===== src/rtl/pgen_pkg.sv =====
package pgen_pkg;
  typedef enum logic [2:0] {
    SEL_HOLD  = 3'd0,
    SEL_CNT   = 3'd1,
    SEL_WALK  = 3'd2,
    SEL_LFSR  = 3'd3,
    SEL_INV   = 3'd4,
    SEL_PROBE = 3'd5,
    SEL_XOR   = 3'd6
  } patSel_e;

  typedef struct packed {
    logic    stepSeq;
    patSel_e sel;
  } pgenStrobe_t;
endpackage


===== src/rtl/pgen_ctrl.sv =====
module pgen_ctrl
  import pgen_pkg::*;
#(
  parameter int MODE_W   = 3,
  parameter int DIV_IN_W = 8,
  parameter int DIV_W    = 6
) (
  input  logic                clk,
  input  logic                rstN,
  input  logic [MODE_W-1:0]   modeIn,
  input  logic [DIV_IN_W-1:0] divIn,
  output pgenStrobe_t         strb
);
  logic [DIV_W-1:0] divLim;
  logic [DIV_W-1:0] divCnt;
  logic             reachLim;

  assign divLim   = divIn[DIV_W-1:0];
  assign reachLim = (divCnt >= divLim);

  always_ff @(posedge clk or negedge rstN) begin
    if (!rstN) begin
      divCnt <= '0;
    end else if (reachLim) begin
      divCnt <= '0;
    end else begin
      divCnt <= divCnt + 1'b1;
    end
  end

  always_comb begin
    strb.stepSeq = reachLim;
    case (modeIn)
      3'd0:    strb.sel = SEL_HOLD;
      3'd1:    strb.sel = SEL_CNT;
      3'd2:    strb.sel = SEL_WALK;
      3'd3:    strb.sel = SEL_LFSR;
      3'd4:    strb.sel = SEL_INV;
      3'd5:    strb.sel = SEL_PROBE;
      default: strb.sel = SEL_XOR;
    endcase
  end
endmodule


===== src/rtl/pgen_datapath.sv =====
module pgen_datapath
  import pgen_pkg::*;
#(
  parameter int              DATA_W   = 8,
  parameter logic [DATA_W-1:0] TAP_MASK = 8'hB8
) (
  input  logic              clk,
  input  logic              rstN,
  input  pgenStrobe_t       strb,
  input  logic [DATA_W-1:0] patA,
  input  logic [DATA_W-1:0] probe,
  output logic [DATA_W-1:0] patOut
);
  localparam logic [DATA_W-1:0] ONE_HOT0 = {{(DATA_W-1){1'b0}}, 1'b1};

  logic [DATA_W-1:0] cntQ, walkQ, lfsrQ;
  logic [DATA_W-1:0] lfsrNext;

  always_comb begin
    if (lfsrQ == '0) begin
      lfsrNext = ONE_HOT0;
    end else begin
      lfsrNext = {lfsrQ[DATA_W-2:0], ^(lfsrQ & TAP_MASK)};
    end
  end

  always_ff @(posedge clk or negedge rstN) begin
    if (!rstN) begin
      cntQ  <= '0;
      walkQ <= ONE_HOT0;
      lfsrQ <= ONE_HOT0;
    end else if (strb.stepSeq) begin
      cntQ  <= cntQ + 1'b1;
      walkQ <= {walkQ[DATA_W-2:0], walkQ[DATA_W-1]};
      lfsrQ <= lfsrNext;
    end
  end

  always_comb begin
    case (strb.sel)
      SEL_HOLD:  patOut = patA;
      SEL_CNT:   patOut = cntQ;
      SEL_WALK:  patOut = walkQ;
      SEL_LFSR:  patOut = lfsrQ;
      SEL_INV:   patOut = ~patA;
      SEL_PROBE: patOut = probe;
      default:   patOut = probe ^ patA;
    endcase
  end
endmodule


===== src/rtl/pgen_top.sv =====
module pgen_top
  import pgen_pkg::*;
#(
  parameter int DATA_W   = 8,
  parameter int MODE_W   = 3,
  parameter int DIV_IN_W = 8,
  parameter int DIV_W    = 6
) (
  input  logic                clk,
  input  logic                rstN,
  input  logic [MODE_W-1:0]   modeIn,
  input  logic [DIV_IN_W-1:0] divIn,
  input  logic [DATA_W-1:0]   patA,
  input  logic [DATA_W-1:0]   probe,
  output logic [DATA_W-1:0]   patOut
);
  pgenStrobe_t strb;

  pgen_ctrl #(
    .MODE_W(MODE_W), .DIV_IN_W(DIV_IN_W), .DIV_W(DIV_W)
  ) ctrlI (
    .clk(clk), .rstN(rstN), .modeIn(modeIn), .divIn(divIn), .strb(strb)
  );

  pgen_datapath #(
    .DATA_W(DATA_W)
  ) dpI (
    .clk(clk), .rstN(rstN), .strb(strb), .patA(patA), .probe(probe),
    .patOut(patOut)
  );
endmodule


===== config.mk =====
export PLATFORM = sky130hd
export DESIGN_NAME = pgen_top
export DESIGN_NICKNAME = d
export VERILOG_FILES = /design/src/rtl/pgen_pkg.sv /design/src/rtl/pgen_ctrl.sv /design/src/rtl/pgen_datapath.sv /design/src/rtl/pgen_top.sv
export SDC_FILE = /design/constraint.sdc
export NUM_CORES = 1
export LEC_CHECK = 0
export ABC_AREA = 1
export BUFFER_PORTS_ARGS = -buffer_cell sky130_fd_sc_hd__buf_2
export CORE_ASPECT_RATIO = 1.75
export CORE_MARGIN = 4
export CORE_UTILIZATION = 50
export DETAILED_ROUTE_END_ITERATION = 7
export GPL_ROUTABILITY_DRIVEN = 1
export PLACE_DENSITY = 0.86
export SYNTH_ARGS = -nofsm -noshare
export SYNTH_HDL_FRONTEND = slang
export SYNTH_SLANG_ARGS = --single-unit

===== constraint.sdc =====
create_clock -name clk -period 1.5 [get_ports clk]
set_input_delay 0.075 -clock clk [delete_from_list [all_inputs] [get_ports clk]]
set_output_delay 0.075 -clock clk [all_outputs]
set_load 0.05 [all_outputs]

Word-level counts from Yosys, hierarchy flattened
Index checks and enable logic that the tools add are counted.
- register bits after elaboration: 30
- output and inout port bits: 8
- word-level logic and storage cells: 27
- add/sub/neg operators: 2
- magnitude comparators: 1
- eq/ne operators: 10
- muxes and demuxes: 4
- bitwise gates (word level): 2
- reduce and logical (&&, ||, !) cells: 4
- operator list (cell ; number):
    $pmux 8 s6 ; 1
    $pmux 3 s6 ; 1
    $eq 3x2->1 const B ; 4
    $eq 3x3->1 const B ; 4
    $add 8x1->8 const B ; 1
    $logic_not 8->1 ; 1
    $mux 8 ; 1
    $not 8->8 ; 1
    $reduce_xor 8->1 ; 1
    $xor 8x8->8 ; 1
    $add 6x1->6 const B ; 1
    $eq 3x1->1 const B ; 2
    $ge 6x6->1 ; 1
    $logic_not 3->1 ; 2
    $mux 6 ; 1

Longest topological paths before layout
- depth after elaboration: 4
- gate-level depth with buffers: 14

By module
Synthesis repeated with hierarchy kept, for this count alone.
- cell total of the unflattened synthesis: 303
- area total of the unflattened synthesis: 2282.2 um^2
- by module, submodules not included (module ; instances ; cells an instance ; area an instance (um^2) ; sequential area each (um^2)):
    pgen_datapath ; 1 ; 242 ; 1826.8 ; 603.1
    pgen_ctrl ; 1 ; 61 ; 455.4 ; 150.1

Worst setup path before layout
OpenSTA, ideal clock, no wires.
- path type: input to output
- from: input modeIn[2]
- to: output patOut[5]
- arrival time: 1.659 ns
- data required time: 1.425 ns
- setup slack: -0.234 ns
- stages on the path: 13
- buffers on the path: 2
- cells stage by stage: inv_2 > nor2_4 > buf_6 > inv_1 > ha_1 > nor2_2 > buf_4 > nand3_1 > nand2_1 > nor2_1 > nand2_1 > nand2_1 > nand2_1
- word-level cells in the longest chain between the ends: 4
- RTL lines (item ; line ; text):
    start, declared ; pgen_top.sv:11 ; input logic [MODE_W-1:0] modeIn,
    $eq 3x3->1, or another cell as far along ; pgen_ctrl.sv:33 ; case (modeIn)
    $pmux 3 s6 * ; pgen_ctrl.sv:33 ;
    $eq 3x3->1, or another cell as far along ; pgen_datapath.sv:40 ; case (strb.sel)
    $pmux 8 s6 * ; pgen_datapath.sv:40 ;
    end, declared ; pgen_top.sv:15 ; output logic [DATA_W-1:0] patOut
Every way passes the cells marked *; elsewhere a longest branch is shown, timed or not.

Final worst setup path
- from: input modeIn[1]
- to: output patOut[4]
Same word-level chain as after synthesis.

==> results by group <==
STA
  – Final setup violation count: 0
  – Unrepaired setup endpoints after global routing: true
  – Worst Max-Slew Pin Slew: about 650 ps
  – Clk_skew: ~10 ps
  – Slew Viols, Final: 0
  – Fin Setup TNS: 0 ps
  – Final Hold Fails: 0
  – Max Clock Freq: about 670 MHz
  – Period minus WS final: between 1000 and 1500 ps
  – Final Cycle Share: 0.9985
  – Slew HR: 0.5671

Routing
  – Highest routed layer: met4
  – Routed met1 length: roughly 2.4 mm
  – Routed wl met3: between 200 and 300 um
  – Vias: ~2500
  – Iteration-0 DRC Markers: between 150 and 200
  – Routed met2 length: around 3.5 mm
  – Vias per cell: ~5.4
  – Drt pass-1 iters: 5
  – Antenna viol nets, final: 0
  – Post-route DRC: 0
  – WL/cell: roughly 14 um
  – Total wire length: roughly 6.6 mm

Floorplan
  – Row count: 32
  – Width of the die: 59.31 um
  – Starting Density: 0.5183
  – Die Area: ~0.0058 mm^2
  – Die Ht: 97.79 um
  – Core area: 0.004444 mm^2
  – Top-Level Pins: 37

Synth
  – #FFs+latches synth: 30
  – Yosys top cell area share: 0.3042
  – Cell variety after synth: 30
  – Compound-Gate Fraction of Synth Area: 0.01901
  – Synth Area in XOR/XNOR: 0.06464
  – YS warnings: 0
  – Sequential area share after synthesis: 0.3270
  – Syn_nets: approximately 380
  – Largest family of logic cells by synthesized area: simple AND/OR/NAND/NOR gates
  – Post-Syn Area per Cell: about 6.7 um^2
  – Synth Area in Adders: 0.05432
  – Simple-gate share of the synthesized area: 0.4541
  – Mapped Area: 0.002303 mm^2
  – Mux contribution to synthesized area: 0
  – Mapped Cells: around 340
  – Synth top area cells: dfrtp_1, nand2_1, nand3_1
  – Cell taking the most area after synthesis: dfrtp_1

Clock tree
  – Num CTS Buffers: 5
  – Clock buffer depth: 2
  – CTS tree: yes
  – Clock Latency Late Sink: ~290 ps
  – H-tree Lvls: 2
  – Clk root buf: clkbuf_8
  – Clk slew on worst S/H paths: about 70 ps
  – Clock sinks: 30

Power
  – Maximum VDD drop: between 0.001 and 0.0015 V
  – Pleak: between 1.5 and 2 nW
  – Pwr per Cell Area: approximately 1200 mW/mm^2

Place
  – Dpl cells: between 400 and 500
  – Placed inst area: 0.002755 mm^2
  – Detailed placement HPWL: 4.416 mm
  – Routability cong.: slightly below 0.9
  – # port buffers: 34

Flow run
  – Max_cap viols: 0

Global routing
  – Initial antenna violation count: 0
  – Vias in the first global route: about 2500
  – Largest net degree at the start of global routing: 31
  – First-pass GRT wire length: around 11 mm
  – Gr usage total: 0.2333
  – Total gr overflow: 0

Cells and area
  – Area growth syn-to-layout: 38.57%
  – Layout cell share with drive strength beyond 1: 0.3030
  – Final Non-Filler Cells: roughly 460
  – Final Cell Area: 0.003192 mm^2
  – Nets: 444
  – # diodes: 0

Setup path
  – Worst Path Arrival: roughly 1400 ps
  – WP data required: 1420 ps
  – Type of origin of the critical path: input port
  – Critical path class: in2out
  – Crit Path Max Fanout: 8
  – Critical Path Sink Type: primary output

Outcome
  – Status: completed

Hold path
  – Min-delay worst type: in2async
-- per-stage QoR --
step	hold WS [ps]	setup WS, ps	utilization	power, mW
2_1_floorplan	-220.6	-11.54	-	2.459
3_3_place_gp	136.3	-186.1	0.6199	2.937
3_5_place_dp	140.7	-241.4	0.6199	3.009
4_1_cts	376.8	-18.00	0.6878	3.839
5_1_grt	435.3	-75.26	0.7182	4.279
6_report	356.5	2.191	0.7182	3.979
-- cell type report --
class	instances	area, um^2
clock buffer	6	72.57
sequential	30	754.5
timing repair buffer	62	525.5
multi-input combinational	270	1603
tap	51	63.81
fill	337	1252
inverter	36	162.7
clock inverter	2	10.01
-- cells in the final DEF (no fill, tap or decap), types with 2 or more instances in the layout --
| cell | synthesis | layout |
|---|---|---|
| nand2_1 | 129 | 107 |
| nand3_1 | 60 | 56 |
| inv_1 | 29 | 27 |
| dfrtp_1 | 28 | 27 |
| buf_2 | 3 | 24 |
| nor2_1 | 25 | 23 |
| buf_4 | 1 | 23 |
| nand2_4 | 0 | 18 |
| xor2_1 | 16 | 16 |
| buf_8 | 0 | 8 |
| nand3b_1 | 7 | 7 |
| ha_1 | 10 | 7 |
| nand2_2 | 1 | 5 |
| clkbuf_8 | 0 | 5 |
| nor2_4 | 2 | 4 |
| nand3_2 | 0 | 4 |
| nor3_1 | 4 | 4 |
| buf_12 | 0 | 4 |
| inv_8 | 0 | 3 |
| nor2_2 | 2 | 3 |
| ha_4 | 0 | 3 |
| inv_4 | 1 | 2 |
| inv_2 | 4 | 2 |
| clkinv_1 | 2 | 2 |
| or2_2 | 2 | 2 |
| clkinv_2 | 0 | 2 |
| dfstp_2 | 2 | 2 |
| buf_6 | 1 | 2 |
-- flip-flops by register name, summed over array words and instances, names as in the netlist --
name,cells
dpI.cntQ,8
ctrlI.divCnt,6
dpI.walkQ,8
dpI.lfsrQ,8
-- logic make-up after synthesis --
group,Yosys count
xor gates and xnor gates,17
adders and majority gates,10
DFF,30
AOI/OAI and AO/OA,7
buffers and inverters,45
and+or+nand+nor,235
-- synth_stat cells (all sizes together) --
cell / number
ha: 10
xnor2: 1
nor2: 30
a21boi: 1
clkinv: 2
nand3b: 8
nor3: 5
o21a: 1
a21oi: 2
xor2: 16
buf: 5
inv: 34
or2: 2
nand3: 60
clkbuf: 4
dfstp: 2
nand2: 130
dfrtp: 28
o21ai: 3
-- worst paths after layout --
path / slack, ps / start / end / depth (start not counted)
hold / removal: 360 / rstN / dpI.lfsrQ[3]$_DFFE_PN0N_ / 2
min in group clk: 480 / divIn[1] / dpI.lfsrQ[0]$_DFFE_PN1N_ / 7
setup reg to reg: 30 / ctrlI.divCnt[1]$_DFF_PN0_ / dpI.lfsrQ[3]$_DFFE_PN0N_ / 7
hold reg to reg: 500 / dpI.walkQ[7]$_DFFE_PN0N_ / dpI.walkQ[0]$_DFFE_PN1N_ / 2
max in group asynchronous: 690 / rstN / dpI.lfsrQ[3]$_DFFE_PN0N_ / 2
setup / recovery: 2 / modeIn[1] / patOut[4] / 14
-- timing repair --
action / 4_1_cts / 5_1_grt
hold endpoints to repair: 28 / 0
setup buffers: 0 / 5
cloned: 1 / 0
endpoints found under the setup margin: 27 / 38
pin swaps: 12 / 17
hold buffers: 1 / 0
gates resized for setup: 59 / 24
-- layer usage --
layer  track usage  vias to the layer above
met5             0                        -
met4        0.1414                        0
met3       0.02910                       31
met2        0.4195                       90
met1        0.2420                     1154
li1              -                     1205
-- worst max-delay path, stage by stage --
cell	delay, ps
buf_12	100
inv_8	40
nor2_8	110
inv_4	40
ha_4	190
nor2_4	120
buf_12	130
nand3_1	120
nand2_1	100
nor2_1	50
nand2_1	100
nand2_4	60
nand2_4	60
buf_8	140
-- report_power, final --
| group | total, mW | switching, mW | internal (mW) |
|---|---|---|---|
| Sequential | 1.25 | 0.218 | 1.03 |
| Clock | 0.630 | 0.309 | 0.321 |
| Combinational | 2.10 | 1.19 | 0.908 |
| Total | 3.98 | 1.72 | 2.26 |
(Power assumes the default switching activity.)
